$ cat src/rtl/rhcm_pkg.sv
package rhcm_pkg;

  // Bitmap width: byte 0 plus byte 1
  localparam int unsigned MAP_BITS = 16;

  typedef enum logic {
    SCAN_IDLE = 1'b0,
    SCAN_RUN  = 1'b1
  } scan_state_e;

  // Number of valid bitmap bytes for a given port count
  function automatic logic [1:0] map_length(input logic any_set,
                                            input int unsigned ports);
    logic [1:0] len;
    if (!any_set)       len = 2'd0;
    else if (ports > 7) len = 2'd2;
    else                len = 2'd1;
    return len;
  endfunction

endpackage

$ cat src/rtl/rhcm_sequencer.sv
module rhcm_sequencer #(
  parameter int unsigned NUM_PORTS = 10,
  parameter int unsigned SEL_W     = 4
) (
  input  logic             clk_i,
  input  logic             rst_ni,
  input  logic             start_i,
  output logic             active_o,
  output logic [SEL_W-1:0] idx_o,
  output logic             begin_o,
  output logic             finish_o
);
  import rhcm_pkg::*;

  localparam logic [SEL_W-1:0] LAST_IDX = SEL_W'(NUM_PORTS - 1);

  scan_state_e      state_q, state_d;
  logic [SEL_W-1:0] idx_q, idx_d;
  logic             idx_en;
  logic             at_last;

  assign at_last = (idx_q == LAST_IDX);

  // Next-state logic
  always_comb begin
    state_d  = state_q;
    idx_d    = idx_q;
    idx_en   = 1'b0;
    begin_o  = 1'b0;
    finish_o = 1'b0;
    unique case (state_q)
      SCAN_IDLE: begin
        if (start_i) begin
          begin_o = 1'b1;
          state_d = SCAN_RUN;
          idx_d   = '0;
          idx_en  = 1'b1;
        end
      end
      SCAN_RUN: begin
        if (at_last) begin
          finish_o = 1'b1;
          state_d  = SCAN_IDLE;
        end else begin
          idx_d  = idx_q + 1'b1;
          idx_en = 1'b1;
        end
      end
      default: state_d = SCAN_IDLE;
    endcase
  end

  // State register
  always_ff @(posedge clk_i or negedge rst_ni) begin
    if (!rst_ni) begin
      state_q <= SCAN_IDLE;
    end else begin
      state_q <= state_d;
    end
  end

  // Port index register with explicit enable
  always_ff @(posedge clk_i or negedge rst_ni) begin
    if (!rst_ni) begin
      idx_q <= '0;
    end else if (idx_en) begin
      idx_q <= idx_d;
    end
  end

  assign active_o = (state_q == SCAN_RUN);
  assign idx_o    = active_o ? idx_q : '0;

endmodule

$ cat src/rtl/rhcm_flag_detect.sv
module rhcm_flag_detect #(
  parameter int unsigned STAT_W      = 32,
  parameter int unsigned CONN_CHG_BIT = 17,
  parameter int unsigned EN_CHG_BIT   = 18,
  parameter int unsigned OC_CHG_BIT   = 20
) (
  input  logic [STAT_W-1:0] stat_i,
  output logic              hit_o
);

  localparam int unsigned NUM_FLAGS = 3;
  localparam int unsigned FLAG_POS [NUM_FLAGS] = '{CONN_CHG_BIT, EN_CHG_BIT, OC_CHG_BIT};

  logic [STAT_W-1:0] chg_mask;

  // Build the mask of change-flag positions
  always_comb begin
    chg_mask = '0;
    for (int f = 0; f < NUM_FLAGS; f++) begin
      chg_mask[FLAG_POS[f]] = 1'b1;
    end
  end

  assign hit_o = |(stat_i & chg_mask);

endmodule

$ cat src/rtl/rhcm_bitmap_accum.sv
module rhcm_bitmap_accum #(
  parameter int unsigned NUM_PORTS = 10,
  parameter int unsigned SEL_W     = 4,
  parameter int unsigned MAP_BITS  = 16
) (
  input  logic                clk_i,
  input  logic                rst_ni,
  input  logic                clear_i,
  input  logic                active_i,
  input  logic [SEL_W-1:0]    idx_i,
  input  logic                hit_i,
  output logic [MAP_BITS-1:0] map_o,
  output logic [MAP_BITS-1:0] map_nxt_o
);

  for (genvar b = 0; b < MAP_BITS; b++) begin : g_bit
    if (b >= 1 && b <= NUM_PORTS) begin : g_port
      // Bitmap bit b belongs to port b-1
      logic bit_q, bit_d, bit_en, set_here;

      assign set_here = active_i && hit_i && (idx_i == SEL_W'(b - 1));

      always_comb begin
        bit_en = clear_i | set_here;
        bit_d  = clear_i ? 1'b0 : 1'b1;
      end

      always_ff @(posedge clk_i or negedge rst_ni) begin
        if (!rst_ni) begin
          bit_q <= 1'b0;
        end else if (bit_en) begin
          bit_q <= bit_d;
        end
      end

      assign map_o[b]     = bit_q;
      assign map_nxt_o[b] = bit_en ? bit_d : bit_q;
    end else begin : g_none
      // Hub bit and bits beyond the last port stay zero
      assign map_o[b]     = 1'b0;
      assign map_nxt_o[b] = 1'b0;
    end
  end

endmodule

$ cat src/rtl/rh_change_map.sv
module rh_change_map #(
  parameter int unsigned NUM_PORTS    = 10,
  parameter int unsigned STAT_W       = 32,
  parameter int unsigned CONN_CHG_BIT = 17,
  parameter int unsigned EN_CHG_BIT   = 18,
  parameter int unsigned OC_CHG_BIT   = 20,
  localparam int unsigned SEL_W = (NUM_PORTS > 1) ? $clog2(NUM_PORTS) : 1
) (
  input  logic              clk_i,
  input  logic              rst_ni,
  input  logic              start_i,
  output logic [SEL_W-1:0]  port_sel_o,
  input  logic [STAT_W-1:0] port_stat_i,
  output logic              scan_active_o,
  output logic [15:0]       map_o,
  output logic [1:0]        len_o,
  output logic              done_o
);
  import rhcm_pkg::*;

  logic             active;
  logic [SEL_W-1:0] idx;
  logic             begin_scan;
  logic             finish_scan;
  logic             hit;
  logic [MAP_BITS-1:0] map_q;
  logic [MAP_BITS-1:0] map_nxt;

  logic [1:0] len_q, len_d;
  logic       len_en;
  logic       done_q, done_d;

  rhcm_sequencer #(
    .NUM_PORTS (NUM_PORTS),
    .SEL_W     (SEL_W)
  ) u_seq (
    .clk_i    (clk_i),
    .rst_ni   (rst_ni),
    .start_i  (start_i),
    .active_o (active),
    .idx_o    (idx),
    .begin_o  (begin_scan),
    .finish_o (finish_scan)
  );

  rhcm_flag_detect #(
    .STAT_W       (STAT_W),
    .CONN_CHG_BIT (CONN_CHG_BIT),
    .EN_CHG_BIT   (EN_CHG_BIT),
    .OC_CHG_BIT   (OC_CHG_BIT)
  ) u_det (
    .stat_i (port_stat_i),
    .hit_o  (hit)
  );

  rhcm_bitmap_accum #(
    .NUM_PORTS (NUM_PORTS),
    .SEL_W     (SEL_W),
    .MAP_BITS  (MAP_BITS)
  ) u_acc (
    .clk_i     (clk_i),
    .rst_ni    (rst_ni),
    .clear_i   (begin_scan),
    .active_i  (active),
    .idx_i     (idx),
    .hit_i     (hit),
    .map_o     (map_q),
    .map_nxt_o (map_nxt)
  );

  // Length and done: next-state logic
  always_comb begin
    len_en = begin_scan | finish_scan;
    len_d  = begin_scan ? 2'd0 : map_length(|map_nxt, NUM_PORTS);
    done_d = finish_scan;
  end

  always_ff @(posedge clk_i or negedge rst_ni) begin
    if (!rst_ni) begin
      len_q <= 2'd0;
    end else if (len_en) begin
      len_q <= len_d;
    end
  end

  always_ff @(posedge clk_i or negedge rst_ni) begin
    if (!rst_ni) begin
      done_q <= 1'b0;
    end else begin
      done_q <= done_d;
    end
  end

  assign port_sel_o    = idx;
  assign scan_active_o = active;
  assign map_o         = map_q;
  assign len_o         = len_q;
  assign done_o        = done_q;

endmodule

$ cat config.mk
export PLATFORM = sky130hd
export DESIGN_NAME = rh_change_map
export DESIGN_NICKNAME = d
export VERILOG_FILES = /design/src/rtl/rhcm_pkg.sv /design/src/rtl/rhcm_sequencer.sv /design/src/rtl/rhcm_flag_detect.sv /design/src/rtl/rhcm_bitmap_accum.sv /design/src/rtl/rh_change_map.sv
export SDC_FILE = /design/constraint.sdc
export NUM_CORES = 1
export LEC_CHECK = 0
export BUFFER_PORTS_ARGS = -buffer_cell sky130_fd_sc_hd__buf_2
export CORE_AREA = 2 2 52 54
export CTS_CLUSTER_SIZE = 20
export DETAILED_ROUTE_END_ITERATION = 8
export DIE_AREA = 0 0 54 56
export PLACE_DENSITY = 0.75
export SETUP_SLACK_MARGIN = 0.4
export SLEW_MARGIN = 0
export SYNTH_ARGS = -nofsm -noshare
export SYNTH_HDL_FRONTEND = slang
export SYNTH_SLANG_ARGS = --single-unit
$ cat constraint.sdc
create_clock -name clk_i -period 1.8 [get_ports clk_i]
set_input_delay 0.45 -clock clk_i [delete_from_list [all_inputs] [get_ports clk_i]]
set_output_delay 0.45 -clock clk_i [all_outputs]
set_load 0.02 [all_outputs]
**Yosys cells after proc, flatten, opt, wreduce, memory -nomap -nowiden**

Index checks and enable logic that the tools add are counted.

- Bits in registers: 18
- Input port bits: 35
- Output and inout bits: 24
- Logic and storage cells: 77

- Add/sub/neg operators: 1
- Eq/ne operators: 12
- Mux-type cells: 23
- Bitwise gates (word level): 12
- Reduce and logical (&&, ||, !) cells: 15

Operators by type and width:

| cell | count |
|---|---|
| 4-bit by 3-bit equality test with 1-bit output, second input constant | 4 |
| 1-bit two-way mux | 16 |
| 4-bit equality test, second input constant | 3 |
| 4-bit two-way mux | 3 |
| 1-bit logical AND | 11 |
| 1-bit OR | 11 |
| 10-bit OR reduction | 1 |
| 4-bit by 2-bit equality test with 1-bit output, second input constant | 2 |
| 4-bit case mux with 2 select lines | 1 |
| 4-bit by 1-bit adder with 4-bit output, second input constant | 1 |
| 4-bit by 1-bit equality test with 1-bit output, second input constant | 1 |
| 4-bit zero test | 1 |
| 2-bit two-way mux | 2 |
| 2-bit != test, second input constant | 2 |
| 3-bit AND reduction | 1 |
| 3-bit OR reduction | 1 |
| 1-bit case mux with 2 select lines | 1 |
| 1-bit NOT | 1 |

**Depth between registers and ports, before layout**

- Depth in word-level cells: 8
- Depth in mapped cells: 6
- Mapped depth without buffers: 5

**Hierarchy**

From an unflattened synthesis, not the netlist that was laid out.

- Cell total of the unflattened synthesis: 108
- Area total of the unflattened synthesis: 1103.6 um2

Modules (own cells, without submodules):

| module | times used | cells an instance | area each (um2) | seq. area each (um2) |
|---|---|---|---|---|
| rhcm_bitmap_accum | 1 | 63 | 653.1 | 250.2 |
| rhcm_sequencer | 1 | 32 | 320.3 | 125.1 |
| rh_change_map | 1 | 12 | 123.9 | 50.0 |
| rhcm_flag_detect | 1 | 1 | 6.3 | 0.0 |

**Worst setup path after synthesis**

OpenSTA, ideal clock, no wires.

- Path type: reg-to-reg
- Start: register u_seq.idx_q[1]
- End: register u_seq.idx_q[0]
- Library setup time: 0.125 ns
- Arrival: 1.245 ns
- Required time: 1.675 ns
- Setup slack: 0.430 ns
- Cell stages (with the launch flop): 7
- Path buffers: 1
- Period minus slack after synthesis: 1.370 ns
- Cell sequence: dfrtp_1 > clkbuf_1 > inv_1 > ha_1 > nand3b_1 > and2_1 > mux2_2

- Cells in the longest elaborated chain, start to end: 4

Ends and longest elaborated chain:

| item | RTL line | text |
|---|---|---|
| from (decl) | rhcm_sequencer.sv:18 | `logic [SEL_W-1:0] idx_q, idx_d;` |
| from (signal assigned) | rhcm_sequencer.sv:67 | `idx_q <= idx_d;` |
| 4-bit equality test * | rhcm_sequencer.sv:22 | `assign at_last = (idx_q == LAST_IDX);` |
| 1-bit two-way mux | rhcm_sequencer.sv:41 | `if (at_last) begin` |
| 1-bit case mux with 2 select lines | rhcm_sequencer.sv:31 | `unique case (state_q)` |
| 3-bit AND reduction (no source line) * | -- |  |

Every way passes the cells marked *; elsewhere a longest branch is shown, timed or not.
A chain may end at the register's enable or synchronous reset.

**Final worst setup path**

- Start: register u_seq.state_q (netlist: u_seq.active_o)
- End: output port scan_active_o

RTL lines:

| item | RTL line | text |
|---|---|---|
| from (decl) | rhcm_sequencer.sv:17 | `scan_state_e state_q, state_d;` |
| from (signal assigned) | rhcm_sequencer.sv:58 | `state_q <= state_d;` |
| to (decl) | rh_change_map.sv:14 | `output logic scan_active_o,` |

No word-level cell between the ends.

==> flow_summary.toml <==
[timing]
setup_tns_ns = 0
finalCritPeriodShare_pct = 84.6
hold_violations = 0
worst_slack_ns = 0.277
fmax_ghz = 0.657
finalMaxSlewViolations = 0
finalCriticalPeriod_ns = 1.52
fin_skew_ns = 0.00732
rsz0062_at_grt = "yes"
holdWs_ns = 0.0659
setup_violations = 0

[final_layout]
syn2layout_area_growth_pct = 19.3
utilization_pct = 48.0
final_nets = 159
antenna_cells = 0
drive_above_1_share_pct = 43.8

[power]
pwr-share-comb_pct = 60.5
sw_frac_of_total_pct = 44.4
sequentialPowerShare_pct = 30.8
total_leakage_power_nw = 0.584
vdd_drop_max_v = 0.000889
switchingPower_mw = 1.02
power_density_nw_per_um2 = 1960
internal-power_mw = 1.27
p_clk_share_pct = 8.7

[route]
drc = 0
highest_layer = "met4"
avgViaCountPerCell = 5.17
drt_iter0_markers = 4
vias = 780
m1WireLength_um = 917
drt-wirelength-per-cell_um = 14.2
firstDrtPassIters = 4
wl_met2_um = 1030
ant_nets = 0
met3WireLength_um = 138
drt_wl_total_um = 2150

[grt]
grt_max_degree = 18
grt_antenna_before_repair = 0
grt_usage_pct = 14.7
grt_pass1_vias = 736
grt_pass1_wl_um = 3240
grt_remaining_overflow = 0

[logic_synthesis]
ys.flop_type = "dfrtp_1"
synth.most_common_cell = "buf_4"
syn_avg_cell_area_um2 = 9.78
yosys_warnings = 0
syn-cell-area_um2 = 978
synth_common_cells = "buf_4 (18), dfrtp_1 (17), nand2_1 (10)"
synth_top_cell_area_share_pct = 43.5
yosysUniqueCellTypes = 36
synth_seq_cells = 17
async_flop_share_pct = 100
synth_cells = 100
yosysTopAreaCell = "dfrtp_1"
ys_seq_area_share_pct = 43.5
ys_top_cells_by_area = "dfrtp_1 (43%), buf_4 (14%), a32o_1 (4.1%), nand2_1 (3.8%), ha_1 (2.6%)"
synth-edff-count = 0

[cts]
clk_latency_ns = 0.29
cts_made_buffers = 3
clock_sinks = 17
clkTransAtPathRegs_ns = 0.10
htreeDepth = 1
tritoncts = "yes"
clock_path_buffers = 2
cts_root_buf = "clkbuf_4"
hold_buffers = 0

[critical_path]
path_max_fanout = 6
reg2reg_to = "len_o[1]"
reg2reg_from = "u_acc.g_bit[9].g_port.bit_q"
worstPathRequired_ns = 1.35
critPathCaptureType = "primary output"
rrSetupSlack_ns = 0.39
path_class = "flip-flop to primary output"
start_kind = "flip-flop"
crit_arrival_ns = 1.07
rr_worst_depth = 3

[place]
gp_congestion = 0.836
io_buffer_count = 22
dp_hpwl_um = 1430
dp_slack_ns = 0.273

[floorplan]
row_count = 18
initial_core_util_pct = 40.2
die_x_um = 54
io_pins = 59
die_height_um = 56
coreArea_um2 = 2430
dieArea_um2 = 3020

[run_status]
status = "complete, no violations"

[flow_run]
drv_cap = 0

[hold_path]
hp-class = "primary input to asynchronous set/reset pin"
-- cells in the final DEF, fill, tap and decap left out, types with 2 or more instances in the layout --
| cell type | n |
|---|---|
| buf_2 | 21 |
| o21ai_0 | 5 |
| nor3_1 | 2 |
| a31oi_1 | 2 |
| and2_1 | 2 |
| conb_1 | 7 |
| dfrtp_2 | 5 |
| inv_1 | 5 |
| nand2_1 | 9 |
| buf_4 | 9 |
| a22o_1 | 2 |
| dfrtp_1 | 12 |
| buf_6 | 3 |
| clkbuf_4 | 3 |
| a32o_1 | 4 |
-- cells by family after synthesis --
group | after synthesis | share of synthesized area (%)
and+or+nand+nor | 29 | 17.8
buffers and inverters | 29 | 18.4
AOI/OAI and AO/OA | 19 | 14.3
DFF | 17 | 43.5
adders and majority gates | 2 | 2.56
muxes | 2 | 2.17
other | 1 | 0.383
xor gates and xnor gates | 1 | 0.895
-- sequential cells by signal, summed over array words and instances (netlist names) --
signal and cells:
done_o 1, len_o 1, u_acc.g_bit.g_port.bit_q 10, u_seq.active_o 1, u_seq.idx_q 4
-- power by group through the flow --
| stage | Clock [mW] | Sequential (mW) | Combinational, mW |
|---|---|---|---|
| finish | 0.199 | 0.706 | 1.38 |
| global route | 0.229 | 0.731 | 1.50 |
| CTS | 0.205 | 0.701 | 1.21 |
| detailed placement | 0 | 0.784 | 0.986 |
| global placement | 0 | 0.771 | 0.955 |
| floorplan | 0 | 0.677 | 0.960 |
-- metrics by stage --
step                      std cells  cell area (um^2)  power, mW
final                           151              1170       2.29
after floorplan                 106              1000       1.64
after global placement          135               991       1.73
after global routing            151              1170       2.46
after CTS                       145              1090       2.12
after detailed placement        135               991       1.77
-- what timing repair did --
action / CTS / global route
endpoints found under the setup margin: 10 / 11
gates resized for setup: 10 / 10
hold endpoints to repair: 0 / 0
cloned: 0 / 0
pin swaps: 0 / 2
setup buffers: 6 / 6
-- cell type report --
type / instances / area (um^2)
tap: 30 / 37.5
inverter: 6 / 22.5
clock buffer: 4 / 26.3
multi-input combinational: 60 / 433
fill: 245 / 1260
sequential: 17 / 432
timing repair buffer: 34 / 216
-- metal layers --
| layer | up-vias | global-route usage (%) |
|---|---|---|
| met5 | - | 0 |
| met4 | 0 | 7.14 |
| met3 | 7 | 3.49 |
| met2 | 28 | 22.6 |
| met1 | 380 | 18.7 |
| li1 | 365 | - |
-- worst max-delay path, cell delays in order, from the launching register on --
cell and delay, ns:
dfrtp_2 0.46, buf_2 0.16, buf_2 0.16
-- worst max-delay path by stage --
stage | from | end
after floorplan | u_seq.idx_q[1] | u_seq.idx_q[0]
after global placement | port_stat_i[18] | u_acc.g_bit[4].g_port.bit_q
after detailed placement | port_stat_i[18] | u_acc.g_bit[3].g_port.bit_q
after CTS | u_seq.active_o | port_sel_o[0]
after global routing | u_seq.active_o | port_sel_o[3]
final | u_seq.active_o | scan_active_o
(Power assumes the default switching activity.)
